[config.mk]
export PLATFORM = sky130hd
export DESIGN_NAME = phy_ctl_master
export DESIGN_NICKNAME = d
export VERILOG_FILES = /design/src/rtl/phy_ctl_pkg.sv /design/src/rtl/phy_ctl_poll.sv /design/src/rtl/phy_ctl_seq.sv /design/src/rtl/phy_ctl_master.sv
export SDC_FILE = /design/constraint.sdc
export NUM_CORES = 1
export LEC_CHECK = 0
export BUFFER_PORTS_ARGS = -buffer_cell sky130_fd_sc_hd__buf_2
export CAP_MARGIN = 0
export CORE_MARGIN = 2
export CORE_UTILIZATION = 48
export DETAILED_ROUTE_END_ITERATION = 10
export GPL_ROUTABILITY_DRIVEN = 0
export PLACE_DENSITY = 0.83
export SLEW_MARGIN = 20
export SYNTH_ARGS = -nofsm -noshare
export SYNTH_HDL_FRONTEND = slang
export SYNTH_SLANG_ARGS = --single-unit
export TNS_END_PERCENT = 10
[constraint.sdc]
create_clock -name clk -period 2.3 [get_ports clk]
set_input_delay 0.345 -clock clk [delete_from_list [all_inputs] [get_ports clk]]
set_output_delay 0.345 -clock clk [all_outputs]
set_load 0.005 [all_outputs]
[src/rtl/phy_ctl_pkg.sv]
package phy_ctl_pkg;

    localparam int REG_W      = 16;
    localparam int WORD_W     = 32;
    localparam int BIT_CAP_A  = 16;
    localparam int BIT_CAP_D  = 17;
    localparam int BIT_WSTB   = 18;
    localparam int BIT_RSTB   = 19;
    localparam int BIT_ACK    = 16;

    typedef enum logic [3:0] {
        ST_IDLE,
        ST_ADDR_SET,
        ST_ADDR_CAP,
        ST_ADDR_REL,
        ST_RD_STB,
        ST_RD_REL,
        ST_DAT_SET,
        ST_DAT_CAP,
        ST_DAT_REL,
        ST_WR_STB,
        ST_WR_REL,
        ST_WR_CLR,
        ST_DONE,
        ST_FAIL
    } xfer_state_e;

endpackage

[src/rtl/phy_ctl_poll.sv]
module phy_ctl_poll #(
    parameter int POLL_GAP  = 1,
    parameter int MAX_POLLS = 10
) (
    input  logic clk,
    input  logic rst_n,
    input  logic restart,
    output logic poll_tick,
    output logic poll_last
);

    localparam int PW = (MAX_POLLS > 1) ? $clog2(MAX_POLLS) : 1;
    localparam logic [PW-1:0] LAST_IDX = PW'(MAX_POLLS - 1);

    logic [PW-1:0] used_q;

    generate
        if (POLL_GAP > 1) begin : g_spaced
            localparam int GW = $clog2(POLL_GAP);
            localparam logic [GW-1:0] GAP_END = GW'(POLL_GAP - 1);
            logic [GW-1:0] gap_q;

            always_ff @(posedge clk) begin
                if (!rst_n || restart) begin
                    gap_q <= '0;
                end else if (gap_q == GAP_END) begin
                    gap_q <= '0;
                end else begin
                    gap_q <= gap_q + 1'b1;
                end
            end

            assign poll_tick = (gap_q == '0);
        end else begin : g_every
            assign poll_tick = 1'b1;
        end
    endgenerate

    always_ff @(posedge clk) begin
        if (!rst_n || restart) begin
            used_q <= '0;
        end else if (poll_tick && (used_q != LAST_IDX)) begin
            used_q <= used_q + 1'b1;
        end
    end

    assign poll_last = (used_q == LAST_IDX);

    assert_poll_bound_R6: assert property (@(posedge clk) disable iff (!rst_n)
        used_q <= LAST_IDX);

endmodule

[src/rtl/phy_ctl_seq.sv]
module phy_ctl_seq
    import phy_ctl_pkg::*;
(
    input  logic              clk,
    input  logic              rst_n,
    input  logic              req_valid,
    input  logic              req_write,
    input  logic [REG_W-1:0]  req_addr,
    input  logic [REG_W-1:0]  req_wdata,
    input  logic              ack,
    input  logic [REG_W-1:0]  stat_data,
    input  logic              poll_tick,
    input  logic              poll_last,
    output logic              req_ready,
    output logic              done,
    output logic              err,
    output logic [WORD_W-1:0] ctl_word,
    output logic [REG_W-1:0]  rd_data,
    output logic              phase_restart
);

    xfer_state_e state_q, state_d;
    logic [REG_W-1:0] addr_q, data_q, rd_q;
    logic             write_q;
    logic             waiting, want_high, hit, give_up;

    always_comb begin
        waiting   = 1'b0;
        want_high = 1'b0;
        unique case (state_q)
            ST_ADDR_CAP, ST_DAT_CAP, ST_WR_STB, ST_RD_STB: begin
                waiting   = 1'b1;
                want_high = 1'b1;
            end
            ST_ADDR_REL, ST_DAT_REL, ST_WR_REL, ST_RD_REL: begin
                waiting   = 1'b1;
            end
            default: ;
        endcase
    end

    assign hit     = waiting && poll_tick && (ack == want_high);
    assign give_up = waiting && poll_tick && (ack != want_high) && poll_last;

    always_comb begin
        state_d = state_q;
        unique case (state_q)
            ST_IDLE:     if (req_valid) state_d = ST_ADDR_SET;
            ST_ADDR_SET: state_d = ST_ADDR_CAP;
            ST_ADDR_CAP: if (hit) state_d = ST_ADDR_REL;
            ST_ADDR_REL: if (hit) state_d = write_q ? ST_DAT_SET : ST_RD_STB;
            ST_RD_STB:   if (hit) state_d = ST_RD_REL;
            ST_RD_REL:   if (hit) state_d = ST_DONE;
            ST_DAT_SET:  state_d = ST_DAT_CAP;
            ST_DAT_CAP:  if (hit) state_d = ST_DAT_REL;
            ST_DAT_REL:  if (hit) state_d = ST_WR_STB;
            ST_WR_STB:   if (hit) state_d = ST_WR_REL;
            ST_WR_REL:   if (hit) state_d = ST_WR_CLR;
            ST_WR_CLR:   state_d = ST_DONE;
            ST_DONE:     state_d = ST_IDLE;
            ST_FAIL:     state_d = ST_IDLE;
            default:     state_d = ST_IDLE;
        endcase
        if (give_up) state_d = ST_FAIL;
    end

    always_ff @(posedge clk) begin
        if (!rst_n) begin
            state_q <= ST_IDLE;
            addr_q  <= '0;
            data_q  <= '0;
            write_q <= 1'b0;
            rd_q    <= '0;
        end else begin
            state_q <= state_d;
            if (state_q == ST_IDLE && req_valid) begin
                addr_q  <= req_addr;
                data_q  <= req_wdata;
                write_q <= req_write;
            end
            if (state_q == ST_RD_STB && hit) begin
                rd_q <= stat_data;
            end
        end
    end

    always_comb begin
        ctl_word  = '0;
        req_ready = 1'b0;
        done      = 1'b0;
        err       = 1'b0;
        unique case (state_q)
            ST_IDLE:     req_ready = 1'b1;
            ST_ADDR_SET: ctl_word[REG_W-1:0] = addr_q;
            ST_ADDR_CAP: begin
                ctl_word[REG_W-1:0] = addr_q;
                ctl_word[BIT_CAP_A] = 1'b1;
            end
            ST_ADDR_REL: ctl_word[REG_W-1:0] = addr_q;
            ST_RD_STB:   ctl_word[BIT_RSTB] = 1'b1;
            ST_RD_REL:   ;
            ST_DAT_SET:  ctl_word[REG_W-1:0] = data_q;
            ST_DAT_CAP: begin
                ctl_word[REG_W-1:0] = data_q;
                ctl_word[BIT_CAP_D] = 1'b1;
            end
            ST_DAT_REL:  ctl_word[REG_W-1:0] = data_q;
            ST_WR_STB:   ctl_word[BIT_WSTB] = 1'b1;
            ST_WR_REL:   ctl_word[REG_W-1:0] = data_q;
            ST_WR_CLR:   ;
            ST_DONE:     done = 1'b1;
            ST_FAIL:     err = 1'b1;
            default:     ;
        endcase
    end

    assign rd_data       = rd_q;
    assign phase_restart = (state_d != state_q);

    assert_one_strobe_R2: assert property (@(posedge clk) disable iff (!rst_n)
        ($countones(ctl_word[BIT_RSTB:BIT_CAP_A]) <= 1) && (ctl_word[WORD_W-1:20] == '0));

    assert_addr_first_R3: assert property (@(posedge clk) disable iff (!rst_n)
        (req_valid && req_ready) |=> (ctl_word == {16'h0, $past(req_addr)}));

    assert_capa_setup_R3: assert property (@(posedge clk) disable iff (!rst_n)
        $rose(ctl_word[BIT_CAP_A]) |-> ($past(ctl_word) == {16'h0, ctl_word[REG_W-1:0]}));

    assert_fail_clear_R8: assert property (@(posedge clk) disable iff (!rst_n)
        err |=> (ctl_word == '0) && req_ready && !done);

    assert_single_done_R9: assert property (@(posedge clk) disable iff (!rst_n)
        done |=> !done && !err);

    assert_rd_hold_R9: assert property (@(posedge clk) disable iff (!rst_n)
        (err || req_ready) |=> $stable(rd_data));

endmodule

[src/rtl/phy_ctl_master.sv]
module phy_ctl_master
    import phy_ctl_pkg::*;
#(
    parameter int POLL_GAP  = 1,
    parameter int MAX_POLLS = 10
) (
    input  logic        clk,
    input  logic        rst_n,
    input  logic        req_valid,
    output logic        req_ready,
    input  logic        req_write,
    input  logic [15:0] req_addr,
    input  logic [15:0] req_wdata,
    output logic        done,
    output logic        err,
    output logic [15:0] rd_data,
    output logic [31:0] ctl_word,
    input  logic [31:0] stat_word
);

    logic poll_tick, poll_last, phase_restart;

    phy_ctl_poll #(
        .POLL_GAP  (POLL_GAP),
        .MAX_POLLS (MAX_POLLS)
    ) poll_i (
        .clk       (clk),
        .rst_n     (rst_n),
        .restart   (phase_restart),
        .poll_tick (poll_tick),
        .poll_last (poll_last)
    );

    phy_ctl_seq seq_i (
        .clk           (clk),
        .rst_n         (rst_n),
        .req_valid     (req_valid),
        .req_write     (req_write),
        .req_addr      (req_addr),
        .req_wdata     (req_wdata),
        .ack           (stat_word[BIT_ACK]),
        .stat_data     (stat_word[REG_W-1:0]),
        .poll_tick     (poll_tick),
        .poll_last     (poll_last),
        .req_ready     (req_ready),
        .done          (done),
        .err           (err),
        .ctl_word      (ctl_word),
        .rd_data       (rd_data),
        .phase_restart (phase_restart)
    );

endmodule

# Yosys cells after proc, flatten, opt, wreduce, memory -nomap -nowiden
# Cells that the tools add are included.
word_totals:
  in_bits: 68
  output_inout_bits: 51
  word_cells: 59
  regBits: 57
classes:
  n_eq_ne: 18
  reduce_logical: 12
  n_addsub: 1
  n_mux: 22
op_table:
  columns: ["operator", "n"]
  rows:
  - ["$pmux W4 S12", 1]
  - ["$mux W4", 10]
  - ["$pmux W16 S2", 1]
  - ["$eq A4 B4 Y1 const B", 7]
  - ["$eq A4 B3 Y1 const B", 4]
  - ["$mux W1", 9]
  - ["$eq A4 B2 Y1 const B", 2]
  - ["$reduce_or A4 Y1", 2]
  - ["$reduce_or A8 Y1", 1]
  - ["$logic_and A1 B1 Y1", 5]
  - ["$add A4 B1 Y4 const B", 1]
  - ["$eq A4 B1 Y1 const B", 1]
  - ["$logic_not A4 Y1", 1]
  - ["$ne A4 B4 Y1", 1]
  - ["$ne A4 B4 Y1 const B", 1]
  - ["$reduce_or A3 Y1", 1]
  - ["$mux W2", 1]
  - ["$eq A1 B1 Y1", 1]
  - ["$logic_not A1 Y1", 1]
  - ["$logic_or A1 B1 Y1", 1]
  - ["$ne A1 B1 Y1", 1]

# Longest topological paths before layout
# Gate-level depths: netlist of run 1.
logic_depth:
  ltp_word: 10
  depth_mapped: 9
  ltp_nobuf: 8

# Modules after synthesis
# Synthesis of run 1 repeated with hierarchy kept, for this count alone.
unflattened:
  cells_unflattened: 359
  hier_area_um2: 2877.8
modules_own_cells:
  columns: ["module", "cells_per_inst", "area_each_um2", "seq_area_each_um2", "instances"]
  rows:
  - ["phy_ctl_seq", 336, 2651.3, 1061.0, 1]
  - ["phy_ctl_poll", 23, 226.5, 80.1, 1]

# Worst setup path after synthesis of run 1
# No wires, ideal clock.
synth_path:
  path_kind: "flip-flop to flip-flop"
  startpoint: "reg seq_i.state_q[0]"
  endpoint: "reg seq_i.rd_q[10] (netlist: seq_i.rd_data[10])"
  n_path_buf: 2
  t_required_ps: 2184
  stages_incl_launch_ff: 9
  slack_ps: 117
  synth_period_minus_slack_ps: 2183
  t_arrival_ps: 2067
  setup_time_ps: 116
  cell_sequence: "dfxtp_1 clkbuf_2 nor4bb_1 a211oi_2 xnor2_1 nor4_4 buf_6 mux2i_1 nor2b_1"
synth_via:
  elab_chain_len: 6
  elab_cells_between_ends: 15
  cone_classes: "eq/ne (9); mux (2); reduce/logical (4)"
synth_lines:
  columns: ["item", "line_no", "rtl"]
  rows:
  - ["start: declaration", "phy_ctl_seq.sv:22", "xfer_state_e state_q, state_d;"]
  - ["start signal: assignment", "phy_ctl_seq.sv:75", "state_q <= state_d;"]
  - ["$eq A4 B2 Y1 (tied with other cells)", "phy_ctl_seq.sv:30", "unique case (state_q)"]
  - ["$reduce_or A4 Y1", "phy_ctl_seq.sv:30", null]
  - ["$mux W1", "phy_ctl_seq.sv:30", null]
  - ["$eq A1 B1 Y1", "phy_ctl_seq.sv:42", "assign hit = waiting && poll_tick && (ack == want_high);"]
  - ["$logic_and A1 B1 Y1", "phy_ctl_seq.sv:42", null]
  - ["$logic_and A1 B1 Y1 (*)", "phy_ctl_seq.sv:81", "if (state_q == ST_RD_STB && hit) begin"]
  - ["end signal: assignment", "phy_ctl_seq.sv:82", "rd_q <= stat_data;"]
  - ["end: declaration", "phy_ctl_seq.sv:23", "logic [REG_W-1:0] addr_q, data_q, rd_q;"]
# Every way passes the cells marked *; elsewhere a longest branch is shown, timed or not.
# A chain may end at the register's enable or synchronous reset.

# Worst setup path after layout of run 1
layout_path:
  startpoint: "reg seq_i.state_q[0]"
  endpoint: "reg poll_i.used_q[0]"
layout_via:
  elab_chain_len: 10
  elab_cells_between_ends: 34
  cone_classes: "eq/ne (14); mux (13); reduce/logical (7)"
layout_lines:
  columns: ["item", "line_no", "rtl"]
  rows:
  - ["$eq A4 B2 Y1 (tied with other cells)", "phy_ctl_seq.sv:30, phy_ctl_seq.sv:47", null]
  - ["$reduce_or A4 Y1", "phy_ctl_seq.sv:30", null]
  - ["$mux W1", "phy_ctl_seq.sv:30", null]
  - ["$eq A1 B1 Y1", "phy_ctl_seq.sv:42", null]
  - ["$logic_and A1 B1 Y1", "phy_ctl_seq.sv:42", null]
  - ["$mux W4 (tied with other cells)", "phy_ctl_seq.sv:58", "ST_WR_REL: if (hit) state_d = ST_WR_CLR;"]
  - ["$pmux W4 S12", "phy_ctl_seq.sv:47", "unique case (state_q)"]
  - ["$mux W4", "phy_ctl_seq.sv:64", "if (give_up) state_d = ST_FAIL;"]
  - ["$ne A4 B4 Y1 (*)", "phy_ctl_seq.sv:118", "assign phase_restart = (state_d != state_q);"]
  - ["$logic_or A1 B1 Y1 (*)", "phy_ctl_poll.sv:40", "if (!rst_n || restart) begin"]
  - ["end signal: assignment", "phy_ctl_poll.sv:43", "used_q <= used_q + 1'b1;"]
  - ["end: declaration", "phy_ctl_poll.sv:15", "logic [PW-1:0] used_q;"]
# Marked as above.

==> metrics, run 1 <==
mean post-synth cell area 8.45 µm²; TritonCTS Buffers 9; nets 500; CP max FO 6; Sw Ratio 25.7%; GRT overflow 0; largest family of logic cells by synthesized area simple AND/OR/NAND/NOR gates; fillers 519; xor and xnor fraction of the mapped netlist area 1.83%; Max Root-Sink Buffers 2; Area growth syn-to-layout 27.1%; sequential share of power 45.4%; post-synthesis simple-gate area fraction 22.1%; CP endpoint kind flip-flop; drc violations 0; first-pass GRT wire length 10,600 µm; initial antenna violation count 0; critical path type flip-flop to flip-flop; Yosys warning total 0; sw power 605 µW; synthesized flop and latch total 57; type of the worst min-delay path input port to flip-flop; Adder-Cell Fraction of Synth Area 0.871%; Clock transition at path regs 0.06 ns; most frequent cells in the layout buf_2, nand2_1, dfxtp_1, a21boi_0, mux2i_1; Rel. slew slack 60.3%; Final Hold Viols 0; Logic pwr share 14.9%; CTS tree yes; Detailed Route Iter0 Violations 170; Largest stage delay, worst path 0.56 ns; placed cells 490; Starting Density 49.1%; slowest stage cell, crit path nor4bb_1; max-cap violation count 0; fin cells 509; Cell Int Power 1750 µW; Die ar. 6620 µm²; clk root buf clkbuf_8; Sink Count 57; port buffer count 91; Setup violations, final 0; All-Layer GR Usage 20.6%; final WL 6750 µm; Max rail drop VDD 0.366 mV; Slew Viols, Final 0; Fin Clk Skew 0.00475 ns; number of global-route vias before repair 2,417; Final Cell Area 3650 µm²; Placement Cell Area 3380 µm²; Cell Area, Synth 2870 µm²; CP startpoint kind flip-flop; post-synthesis mux area share 6.27%; layout cells sized above 1 30.0%; DP HPWL 4410 µm; WL per Instance 13.3 µm; status finished clean; worst-skew pair later-pin latency 0.32 ns; PD cells 645 nW/µm²; antenna-violating nets left 0; Final min period 2.21 ns; commonest non-fill, non-tap cell in the layout buf_2; CP Data Required Time 2.50 ns; I/O pin count 119; core box area 5850 µm²; largest net degree at the start of global routing 34; Worst-Margin Slew 0.587 ns; die width 81.4 µm; First-pass DRT Iterations 4; Max Fclk 453 MHz; Vias/cell 5.23; fin crit share 95.9%; die height 81.4 µm; register area share after synthesis 39.7%; Critical Path AT 2.40 ns; Synth Area in Compound Gates 21.5%; CP Cell Sequence nor4bb_1 > a211oi_2 > xnor2_1 > a211oi_1 > o2bb2ai_1 > nor4_1; Mapped Cells 340; prevailing post-synth register cell dfxtp_1; R2R Setup Slk 0.09 ns; Vias 2,661; Post-synth EDFFs 0; Netlist cell types 51; antenna cells 0; FFs w/ async S/R, synth 0%; share of total power in the clock network 39.7%; Clock H-tree levels 3; Leak 0.00155 µW; row count 28
-- critical path: cells and delay by family, from the launching register on --
| family | cells | cell delay (ns) |
|---|---|---|
| compound gates | 3 | 0.57 |
| simple gates | 2 | 0.67 |
| flops | 1 | 0.41 |
| xor+xnor | 1 | 0.42 |
-- area by class of cell --
type                    instances  area (µm²)  share of cell area, %
multi-input cells             251        1570                   42.9
flip-flops and latches         57        1150                   31.4
repair buffers                107         628                   17.2
clock buffers                  12         155                   4.25
well taps                      75        93.8                   2.57
clock inverters                 3        40.0                   1.10
inverters                       4        22.5                  0.617
-- sequential cells by signal, summed over array words and instances (netlist names) --
register and count:
seq_i.state_q 4, seq_i.rd_data 16, seq_i.addr_q 16, poll_i.used_q 4, seq_i.data_q 16, seq_i.write_q 1
-- power by group through the flow --
stage / Combinational, µW / Clock, µW / Sequential, µW
finish: 352 / 935 / 1070
global route: 396 / 997 / 1080
CTS: 328 / 952 / 1070
detailed placement: 326 / 0 / 1090
global placement: 318 / 0 / 1090
floorplan: 227 / 0 / 1080
-- path summary, 6_finish.rpt --
kind                         start               end  cells past startpoint
setup reg to reg  seq_i.state_q[0]  poll_i.used_q[0]                      6
hold / removal        req_addr[14]  seq_i.addr_q[14]                      3
hold reg to reg    seq_i.data_q[2]   seq_i.data_q[2]                      2
setup / recovery  seq_i.state_q[0]  poll_i.used_q[0]                      6
-- stage by stage --
step / setup slack, ns / total power (µW) / hold slack [ns] / utilization [%] / TNS [ns]
after floorplan: 0.117 / 1310 / 0.443 / - / 0
after global placement: 0.194 / 1400 / 0.449 / 57.8 / 0
after detailed placement: 0.152 / 1420 / 0.455 / 57.8 / 0
after CTS: 0.0374 / 2350 / 0.247 / 61.2 / 0
after global routing: -0.117 / 2470 / 0.249 / 62.4 / -0.555
final: 0.0945 / 2360 / 0.261 / 62.4 / 0
-- synth_stat cells (4+ instances only) --
cell type | instances | share of area [%]
a22o_1 | 16 | 4.9
buf_4 | 13 | 3.4
clkbuf_1 | 20 | 2.6
nor2_1 | 7 | 0.91
inv_1 | 4 | 0.52
dfxtp_1 | 57 | 40
a21boi_0 | 33 | 8.6
mux2i_1 | 18 | 6.3
a21oi_1 | 9 | 1.6
xnor2_1 | 4 | 1.2
nor3_1 | 4 | 0.70
a31oi_1 | 4 | 0.87
nor2b_1 | 17 | 3.7
nand2_1 | 78 | 10
nor4_1 | 6 | 1.3
-- cells by family after synthesis --
group                    Yosys count
AO/OA/AOI/OAI                     82
XOR/XNOR                           6
adder cells (fa/ha/maj)            2
buffers and inverters             43
flip-flops                        57
multiplexers                      18
other                              1
AND/OR/NAND/NOR                  131
-- timing repair --
| item | 4_1_cts | 5_1_grt |
|---|---|---|
| pin swaps | 0 | 1 |
| setup endpoints to repair | 16 | 20 |
| gates cloned | 0 | 1 |
| gates resized for setup | 2 | 13 |
| hold endpoints to repair | 0 | 0 |
| hold buffers | 0 | 0 |
| buffers inserted | 0 | 3 |
-- routing by layer --
metal,vias to the layer above,share of wire [%],track usage [%]
met5,-,0,0
met4,0,1.9,7.29
met3,13,6.3,7.00
met2,91,50,34.8
met1,1223,42,24.3
li1,1334,-,-
No activity file was read; power rests on OpenSTA's default activity.
==> inputs of run 2 (changes only) <==
Settings changed: PLACE_DENSITY 0.83 to 0.78.
==> run 2 against run 1 <==
Against the previous run:
- worst hold slack gained 0.0053 ns
- global-route usage up 0.87 points
- non-clock buffer count shrank 1
- die area is the same
==> metrics, run 2 (synthesis results as in run 1) <==
DP HPWL 4640 µm (+5.2%); R2R Setup Slk 0.19 ns (+0.10 ns); Fin Clk Skew 0.00975 ns (+0.00499 ns); First-pass DRT Iterations 4 (unchanged); Post-CTS Hold Buffers 0 (unchanged); CP max FO 10 (+4); Sink Count 57 (unchanged); die height 81.4 µm (unchanged); core box area 5850 µm² (unchanged); CP startpoint kind flip-flop; setup bufs post-CTS 0 (unchanged); Starting Density 49.1% (unchanged); status finished clean; drc violations 0 (unchanged); Leak 0.00154 µW (-0.28%); commonest non-fill, non-tap cell in the layout buf_2; Max rail drop VDD 0.496 mV (+35%); Clock transition at path regs 0.07 ns (about the same); crit path to ctl_word[14]; Clock H-tree levels 3 (unchanged); Detailed Route Iter0 Violations 88 (-48%); FF-to-FF Start seq_i.state_q[1]; antenna-violating nets left 0 (unchanged); Vias 2,600 (-2.3%); clk root buf clkbuf_8; most frequent cells in the layout buf_2, nand2_1, dfxtp_1, a21boi_0, mux2i_1; GRT overflow 0 (unchanged); CP endpoint kind output pin; sw power 592 µW (-2.2%); Critical Path AT 1.89 ns (-0.51 ns); Slew Viols, Final 0 (unchanged); CTS tree yes; Die ar. 6620 µm² (unchanged); fillers 534 (+2.9%); Rel. slew slack 66.1% (+5.8 points); sequential share of power 45.3% (about the same); Sw Ratio 25.0% (-0.67 points); Max Fclk 448 MHz (-1.2%); type of the worst min-delay path input port to flip-flop; row count 28 (unchanged); nets 499 (-0.20%); CP Data Required Time 1.96 ns (-0.54 ns); final worst slack 0.0671 ns (-0.0274 ns); layout cells sized above 1 29.3% (-0.69 points); first-pass GRT wire length 11,000 µm (+3.8%); R2R Path End poll_i.used_q[1]; critical path type flip-flop to output pin; Final Hold Viols 0 (unchanged); Vias/cell 5.11 (-2.3%); fin crit share 97.1% (+1.2 points); PD cells 656 nW/µm² (+1.6%); Cell Int Power 1770 µW (+1.3%); Logic pwr share 13.9% (-1.0 points); pre-CTS WS 0.0963 ns (-0.0558 ns); share of total power in the clock network 40.8% (+1.1 points); Critical Path Start seq_i.state_q[1]; max-cap violation count 0 (unchanged); Worst-Margin Slew 0.502 ns (-0.0851 ns); Max Root-Sink Buffers 2 (unchanged); TritonCTS Buffers 9 (unchanged); antenna cells 0 (unchanged); r2r worst-path depth 6 (unchanged); die width 81.4 µm (unchanged); All-Layer GR Usage 21.5% (+0.87 points); I/O pin count 119 (unchanged); Setup violations, final 0 (unchanged); largest net degree at the start of global routing 34 (unchanged); Area growth syn-to-layout 25.5%; initial antenna violation count 0 (unchanged); number of global-route vias before repair 2,390 (-1.1%); Final min period 2.23 ns (+0.0274 ns); WL per Instance 13.3 µm (about the same); hold slack 0.267 ns (+0.00534 ns); final WL 6750 µm (about the same); port buffer count 91 (unchanged); worst-skew pair later-pin latency 0.33 ns (about the same)
==> run 2: worst min path at each step <==
stage | start | endpoint | slack [ns] | cells past startpoint
2_1_floorplan | seq_i.data_q[14] | seq_i.data_q[14] | 0.44 | 2
3_3_place_gp | seq_i.data_q[9] | seq_i.data_q[9] | 0.45 | 2
3_5_place_dp | seq_i.data_q[15] | seq_i.data_q[15] | 0.46 | 2
4_1_cts | req_write | seq_i.write_q | 0.26 | 3
5_1_grt | req_wdata[5] | seq_i.data_q[5] | 0.26 | 3
6_report | req_addr[5] | seq_i.addr_q[5] | 0.27 | 3
==> run 2: power groups by stage <==
stage,clock network (µW),logic (µW),registers (µW)
after floorplan,0,227,1080
after global placement,0,317,1090
after detailed placement,0,323,1090
after CTS,979,325,1070
after global routing,1030,376,1080
final,965,329,1070
==> run 2: layer usage <==
metal / global-route usage [%] / vias to the layer above / part of all wire [%] / wire length (µm)
li1: - / 1333 / - / -
met1: 26.4 / 1191 / 44 / 2960
met2: 36.0 / 72 / 50 / 3340
met3: 6.44 / 4 / 6.1 / 414
met4: 6.61 / 0 / 0.40 / 27
met5: 0 / - / 0 / 0
==> run 2: layout make-up <==
cell class                      count  area, µm²  area share (%)
Tap cell                           75       93.8            2.60
Inverter                            4       15.0           0.416
Sequential cell                    57       1150            31.8
Clock buffer                       14        173            4.79
Multi-Input combinational cell    251       1560            43.2
Clock inverter                      2       35.0           0.972
Timing Repair Buffer              106        584            16.2
==> run 2: stage by stage <==
step	total power, µW	util [%]	instance area [µm²]	std cells	TNS, ns
final	2370	61.6	3610	509	0
after global routing	2480	61.6	3610	509	-0.0984
after CTS	2380	61.4	3590	508	0
after detailed placement	1420	57.8	3380	492	0
after global placement	1410	57.8	3380	492	0
after floorplan	1310	-	2920	351	0
==> run 2: what timing repair did <==
| action | in CTS | in global routing |
|---|---|---|
| setup endpoints to repair | 16 | 16 |
| gates cloned | 0 | 1 |
| endpoints found under the hold margin | 0 | 0 |
| gates resized for setup | 2 | 4 |
| pin swaps | 0 | 1 |
==> run 2: worst max-delay path, cell delays in order (launching register included) <==
cell and delay, ns:
dfxtp_2 0.44, buf_4 0.18, inv_1 0.12, a211oi_2 0.33
buf_4 0.24, a22o_1 0.15, buf_2 0.11
